## src/rtl/phy_cr_pkg.sv

```systemverilog
// Shared opcodes and strobe indices for the PHY control-bus master.
// Assumes a 2-bit opcode field on the command port.
package phy_cr_pkg;
    typedef enum logic [1:0] {
        OP_ADDR  = 2'd0,
        OP_WRITE = 2'd1,
        OP_READ  = 2'd2,
        OP_PWRDN = 2'd3
    } cr_op_e;

    // Bit positions inside the handshake strobe vector.
    localparam int STB_ADDR = 0;
    localparam int STB_DATA = 1;
    localparam int STB_WR   = 2;
    localparam int STB_RD   = 3;
    localparam int STB_N    = 4;
endpackage

```

## src/rtl/phy_cr_poll_timer.sv

```systemverilog
// Poll pacing for acknowledge checks: fires 'sample' once every GAP cycles
// while 'run' is high, and flags the sample that exhausts the poll budget.
// Assumes GAP >= 2 and POLLS >= 1; 'restart' wins over counting.
module phy_cr_poll_timer #(
    parameter int GAP   = 15000,
    parameter int POLLS = 10
) (
    input  logic clk,
    input  logic rst_n,
    input  logic restart,
    input  logic run,
    output logic sample,
    output logic last
);
    localparam int GW = $clog2(GAP + 1);
    localparam int PW = $clog2(POLLS + 1);

    logic [GW-1:0] gap_cnt;
    logic [PW-1:0] poll_cnt;

    // Gap counter wraps each GAP cycles; poll counter counts samples taken.
    always_ff @(posedge clk) begin
        if (!rst_n || restart) begin
            gap_cnt  <= '0;
            poll_cnt <= '0;
        end else if (run) begin
            if (gap_cnt == GW'(GAP - 1)) begin
                gap_cnt  <= '0;
                poll_cnt <= poll_cnt + 1'b1;
            end else begin
                gap_cnt <= gap_cnt + 1'b1;
            end
        end
    end

    // Sample strobe and budget-exhausted flag.
    always_comb begin
        sample = run && (gap_cnt == GW'(GAP - 1));
        last   = sample && (poll_cnt == PW'(POLLS - 1));
    end
endmodule

```

## src/rtl/phy_cr_seq.sv

```systemverilog
// Strobe sequencer: turns one command into a series of four-phase
// handshakes, captures read data, and reports done/err.
// Assumes the poll timer supplies 'sample'/'last' and is restarted here.
module phy_cr_seq
    import phy_cr_pkg::*;
#(
    parameter int DATA_W = 16
) (
    input  logic              clk,
    input  logic              rst_n,
    input  logic              cmd_valid,
    input  logic [1:0]        cmd_op,
    input  logic [DATA_W-1:0] cmd_data,
    input  logic              phy_ack,
    input  logic [DATA_W-1:0] phy_dout,
    input  logic              sample,
    input  logic              last,
    output logic              restart,
    output logic              run,
    output logic              busy,
    output logic              done,
    output logic              err,
    output logic [DATA_W-1:0] rd_data,
    output logic [DATA_W-1:0] din,
    output logic [STB_N-1:0]  stb,
    output logic              pwrdn
);
    typedef enum logic [1:0] {S_IDLE, S_HI, S_LO} state_e;

    state_e     state;
    logic [1:0] step;
    logic       accept;
    logic       hit;

    // Command acceptance, expected-level match and timer control.
    always_comb begin
        accept  = cmd_valid && (state == S_IDLE);
        hit     = (state == S_HI) ? phy_ack : !phy_ack;
        run     = (state != S_IDLE);
        restart = accept || (sample && hit);
        busy    = (state != S_IDLE);
    end

    // Handshake state machine and output registers.
    always_ff @(posedge clk) begin
        if (!rst_n) begin
            state   <= S_IDLE;
            step    <= 2'(STB_ADDR);
            stb     <= '0;
            din     <= '0;
            rd_data <= '0;
            done    <= 1'b0;
            err     <= 1'b0;
            pwrdn   <= 1'b0;
        end else begin
            done <= 1'b0;
            err  <= 1'b0;
            unique case (state)
                S_IDLE: if (accept) begin
                    stb <= '0;
                    din <= cmd_data;
                    unique case (cr_op_e'(cmd_op))
                        OP_ADDR:  begin stb[STB_ADDR] <= 1'b1; step <= 2'(STB_ADDR); state <= S_HI; end
                        OP_WRITE: begin stb[STB_DATA] <= 1'b1; step <= 2'(STB_DATA); state <= S_HI; end
                        OP_READ:  begin stb[STB_RD]   <= 1'b1; step <= 2'(STB_RD);   state <= S_HI; end
                        OP_PWRDN: begin pwrdn <= 1'b1; done <= 1'b1; end
                    endcase
                end
                S_HI: if (sample) begin
                    if (phy_ack) begin
                        if (step == 2'(STB_RD)) rd_data <= phy_dout;
                        stb   <= '0;
                        state <= S_LO;
                    end else if (last) begin
                        stb   <= '0;
                        done  <= 1'b1;
                        err   <= 1'b1;
                        state <= S_IDLE;
                    end
                end
                S_LO: if (sample) begin
                    if (!phy_ack) begin
                        if (step == 2'(STB_DATA)) begin
                            stb[STB_WR] <= 1'b1;
                            step        <= 2'(STB_WR);
                            if (din[0]) begin
                                done  <= 1'b1;
                                state <= S_IDLE;
                            end else begin
                                state <= S_HI;
                            end
                        end else begin
                            done  <= 1'b1;
                            state <= S_IDLE;
                        end
                    end else if (last) begin
                        done  <= 1'b1;
                        err   <= 1'b1;
                        state <= S_IDLE;
                    end
                end
                default: state <= S_IDLE;
            endcase
        end
    end
endmodule

```

## src/rtl/phy_cr_master.sv

```systemverilog
// Top of the PHY control-bus handshake master: command port on one side,
// strobes/acknowledge of the PHY control bus on the other.
// Assumes phy_ack and phy_dout are synchronous to clk.
module phy_cr_master #(
    parameter int DATA_W    = 16,
    parameter int POLL_GAP  = 15000,
    parameter int MAX_POLLS = 10
) (
    input  logic              clk,
    input  logic              rst_n,
    input  logic              cmd_valid,
    input  logic [1:0]        cmd_op,
    input  logic [DATA_W-1:0] cmd_data,
    output logic              busy,
    output logic              done,
    output logic              err,
    output logic [DATA_W-1:0] rd_data,
    output logic [DATA_W-1:0] phy_din,
    output logic              phy_cap_addr,
    output logic              phy_cap_data,
    output logic              phy_wr,
    output logic              phy_rd,
    output logic              phy_pwrdn,
    input  logic              phy_ack,
    input  logic [DATA_W-1:0] phy_dout
);
    import phy_cr_pkg::*;

    logic             t_restart;
    logic             t_run;
    logic             t_sample;
    logic             t_last;
    logic [STB_N-1:0] stb;

    phy_cr_poll_timer #(.GAP(POLL_GAP), .POLLS(MAX_POLLS)) u_timer (
        .clk     (clk),
        .rst_n   (rst_n),
        .restart (t_restart),
        .run     (t_run),
        .sample  (t_sample),
        .last    (t_last)
    );

    phy_cr_seq #(.DATA_W(DATA_W)) u_seq (
        .clk       (clk),
        .rst_n     (rst_n),
        .cmd_valid (cmd_valid),
        .cmd_op    (cmd_op),
        .cmd_data  (cmd_data),
        .phy_ack   (phy_ack),
        .phy_dout  (phy_dout),
        .sample    (t_sample),
        .last      (t_last),
        .restart   (t_restart),
        .run       (t_run),
        .busy      (busy),
        .done      (done),
        .err       (err),
        .rd_data   (rd_data),
        .din       (phy_din),
        .stb       (stb),
        .pwrdn     (phy_pwrdn)
    );

    // Map the strobe vector onto the PHY pins.
    always_comb begin
        phy_cap_addr = stb[STB_ADDR];
        phy_cap_data = stb[STB_DATA];
        phy_wr       = stb[STB_WR];
        phy_rd       = stb[STB_RD];
    end
endmodule

```

## config.mk

```make
export PLATFORM = sky130hd
export DESIGN_NAME = phy_cr_master
export DESIGN_NICKNAME = d
export VERILOG_FILES = /design/src/rtl/phy_cr_pkg.sv /design/src/rtl/phy_cr_poll_timer.sv /design/src/rtl/phy_cr_seq.sv /design/src/rtl/phy_cr_master.sv
export SDC_FILE = /design/constraint.sdc
export NUM_CORES = 1
export LEC_CHECK = 0
export CORE_MARGIN = 5
export CORE_UTILIZATION = 51
export CTS_CLUSTER_SIZE = 28
export DETAILED_ROUTE_END_ITERATION = 6
export PLACE_DENSITY_LB_ADDON = 0.2
export SLEW_MARGIN = 20
export SYNTH_ARGS = -nofsm -noshare
export SYNTH_HDL_FRONTEND = slang
export SYNTH_HIERARCHICAL = 1
export SYNTH_SLANG_ARGS = --single-unit
export TNS_END_PERCENT = 30
```

## constraint.sdc

```tcl
create_clock -name clk -period 6.29 [get_ports clk]
set_input_delay 1.258 -clock clk [delete_from_list [all_inputs] [get_ports clk]]
set_output_delay 1.258 -clock clk [all_outputs]
set_load 0.05 [all_outputs]
```

==> key figures <==
Status
  • Outcome: completed

Yosys
  • Yosys cell types: 43
  • Register bit total from synthesis: 61
  • Ys Warns: 6
  • Area share of the largest cell type after synthesis: 44.85%
  • Synthesized cell area: 2723 um2
  • Top cells by area, synth: dfxtp_1 45%, nand2_1 11%, a21oi_1 6.4%, ha_1 5.5%, nor2_1 4.3%
  • Async set-reset flop share out of synthesis: 0%
  • Avg Cell Area, Syn: 8.403 um2
  • EDFF count, synth: 0
  • Leading area contributor after synthesis: dfxtp_1
  • Most frequent cell after synthesis: nand2_1
  • Synth top cells by count: 80 x nand2_1, 61 x dfxtp_1, 35 x a21oi_1
  • Cell count after synthesis: 324
  • Seq/Total Area, Yosys: 44.85%
  • Post-synthesis net count: 374
  • Main synth FF type: dfxtp_1

Floorplanning
  • Top Ports: 78
  • Core area: 5140 um2
  • Row count: 26
  • Initial Util: 52.97%
  • Die Y-Extent: 83.07 um
  • Die Wd: 83.07 um
  • Die area: 6900 um2

Critical path
  • RR Endpoint: u_timer/gap_cnt[13]
  • Cells along the critical path: inv_1 > ha_1 > inv_1 > clkdlybuf4s50_1
  • Reg2reg start: u_seq/state[0]
  • CP max stage delay: 0.88 ns
  • CP max stage cell: clkdlybuf4s50_1
  • Arr. time, crit path: 2.28 ns
  • Req. time, crit path: 5.03 ns
  • CP Launch Type: flip-flop
  • CP Class: reg2out
  • Worst Setup End Kind: output port
  • Most common cell on crit path: inv_1
  • Crit-path max FO: 9
  • R2r setup slk: 2.97 ns
  • R2R depth: 10

Drt
  • Drt first pass iters: 5
  • Final WL: 6.517 mm
  • Final ANT Viol Nets: 0
  • DRC errors left: 0
  • Via density: 5.288
  • Initial drt markers: 127
  • Routed len/inst: 13.93 um
  • DR vias: 2475

Clocking
  • Worst skew pair latency: 0.32 ns
  • # hold bufs at CTS: 0
  • # H-tree levels: 3
  • CTS Buf Count: 9
  • Longest Clk Path Bufs: 2
  • Post-CTS setup buffers: 0
  • CTS tree: yes
  • Post-CTS Resized: 0
  • Sinks on Clock Net: 61
  • Clock transition at the registers of the reported paths: 0.06 ns
  • Root Driver: clkbuf_8

Power and ir drop
  • Leak: 0.001328 uW
  • Worst vdd ir: 0.1805 mV
  • PD cells: 295.2 nW/um2
  • Total Power: 1084 uW

Placement
  • HPWL after DPL: 4.675 mm
  • GP Congestion: 0.8111
  • PortBufs: 77

Hold path
  • Worst Hold Launch: u_seq/rd_data[14]
  • Worst min path class: reg2reg
  • Min-Delay Endpoint: u_seq/rd_data[14]
  • Worst Hold Depth: 2

Cells and area
  • Register Area: 1221 um2
  • Layout area overhead: 34.83%
  • Antenna cells: 0
  • Utilization after layout: 71.42%
  • Ratio of cells with drive above 1 in the final layout: 6.030%
  • # fillers: 426
  • Multi-input gate area: 1359 um2
  • Final #Nets: 444

STA
  • Hold Fails Final Rpt: 0
  • Skew final: 0.01158 ns
  • Period Utilization, post-route: 56.18%
  • Slew margin rel.: 49.33%
  • Setup TNS: 0 ns
  • RSZ-0062 raised after global routing: no
  • Fin crit period: 3.533 ns
  • Slew @ Worst Pin: 0.7544 ns
  • Final Max Tran Viols: 0
  • Final setup vio count: 0
  • Fmax: 283.0 MHz

Global route
  • Vias in the first global route: 2262
  • Initial antenna violation count: 0
  • First-pass GRT wire length: 10.93 mm
  • Total global-route track usage: 19.10%
  • Total grt overflow: 0
  • Largest net degree at the start of global routing: 38

Run
  • Max-Cap Viols: 0
## routing by layer
| metal | part of all wire, % | wire (um) | track usage, % | vias to the layer above |
|---|---|---|---|---|
| met3 | 5.5 | 360 | 4.356 | 4 |
| li1 | - | - | - | 1225 |
| met1 | 48 | 3124 | 25.81 | 1154 |
| met4 | 0.66 | 43 | 7.132 | 0 |
| met2 | 46 | 2988 | 29.66 | 92 |
| met5 | 0 | 0 | 0 | - |
## sequential cells by signal, summed over array words and instances, names as in the netlist
signal,flops
u_seq/done,1
u_timer/gap_cnt,14
u_seq/err,1
u_seq/din,16
u_seq/step,2
u_seq/pwrdn,1
u_timer/poll_cnt,4
u_seq/rd_data,16
u_seq/stb,4
u_seq/state,2
## cells by family (layout without fill, tap and decap cells)
kind of cell / after synthesis / in the layout / share of synthesized area (%)
fa+ha+maj: 12 / 12 / 5.515
mux: 6 / 6 / 2.252
simple gates: 151 / 151 / 26.20
flops: 61 / 61 / 44.85
buf+inv: 27 / 101 / 5.239
compound gates: 53 / 53 / 11.44
xor+xnor: 14 / 14 / 4.504
## worst max path at each step
stage | slack [ns] | end | cells after the start | start
after floorplan | 2.99 | u_seq/stb[0] | 13 | u_seq/state[0]
after global placement | 2.80 | u_timer/gap_cnt[6] | 6 | cmd_valid
after detailed placement | 2.72 | u_timer/gap_cnt[8] | 6 | cmd_valid
after CTS | 2.75 | busy | 4 | u_seq/state[0]
after global routing | 2.64 | u_timer/gap_cnt[13] | 10 | u_seq/state[0]
final | 2.76 | busy | 4 | u_seq/state[0]
## worst max-delay path: cells and delay by family, from the launching register on
kind,cells,cell delay (ns)
buf+inv,3,1.28
flops,1,0.36
fa+ha+maj,1,0.31
## cell usage in the layout (no fill, tap or decap), types with 2 or more instances in the layout
master           count
inv_1                8
nor4_1               4
a211oi_1             2
a2bb2oi_1            2
a21oi_1             35
clkinv_2             2
dfxtp_1             61
nand3_1              2
nand2b_1             3
xor2_1               3
o21ai_0              4
mux2i_1              5
clkbuf_8            11
nor3_1               7
nand2_1             80
clkdlybuf4s50_1     77
and3_1               2
a311oi_1             2
nor2_1              31
xnor2_1             11
nand3b_1             4
nand4_1              8
o32ai_1              2
o21a_1               2
ha_1                12
## final cells by class
type | count | area share, %
Sequential cell | 61 | 33.27
Multi-Input combinational cell | 236 | 37.01
Tap cell | 70 | 2.386
Clock inverter | 4 | 1.295
Inverter | 9 | 0.9202
Clock buffer | 11 | 4.124
Timing Repair Buffer | 77 | 21.00
## stage by stage
step / hold WS (ns) / setup slack [ns] / instances / cell area [um2]
2_1_floorplan: 0.4770 / 2.994 / 324 / 2723
3_3_place_gp: 0.4408 / 2.796 / 453 / 3472
3_5_place_dp: 0.4456 / 2.723 / 453 / 3472
4_1_cts: 0.4543 / 2.749 / 468 / 3671
5_1_grt: 0.4730 / 2.641 / 468 / 3671
6_report: 0.4534 / 2.757 / 468 / 3671
## where the power goes
part | switching (uW) | internal, uW | total, uW
Combinational | 192 | 113 | 305
Sequential | 20.0 | 415 | 435
Clock | 142 | 201 | 343
Note: power is estimated with default switching activity, not from simulation.
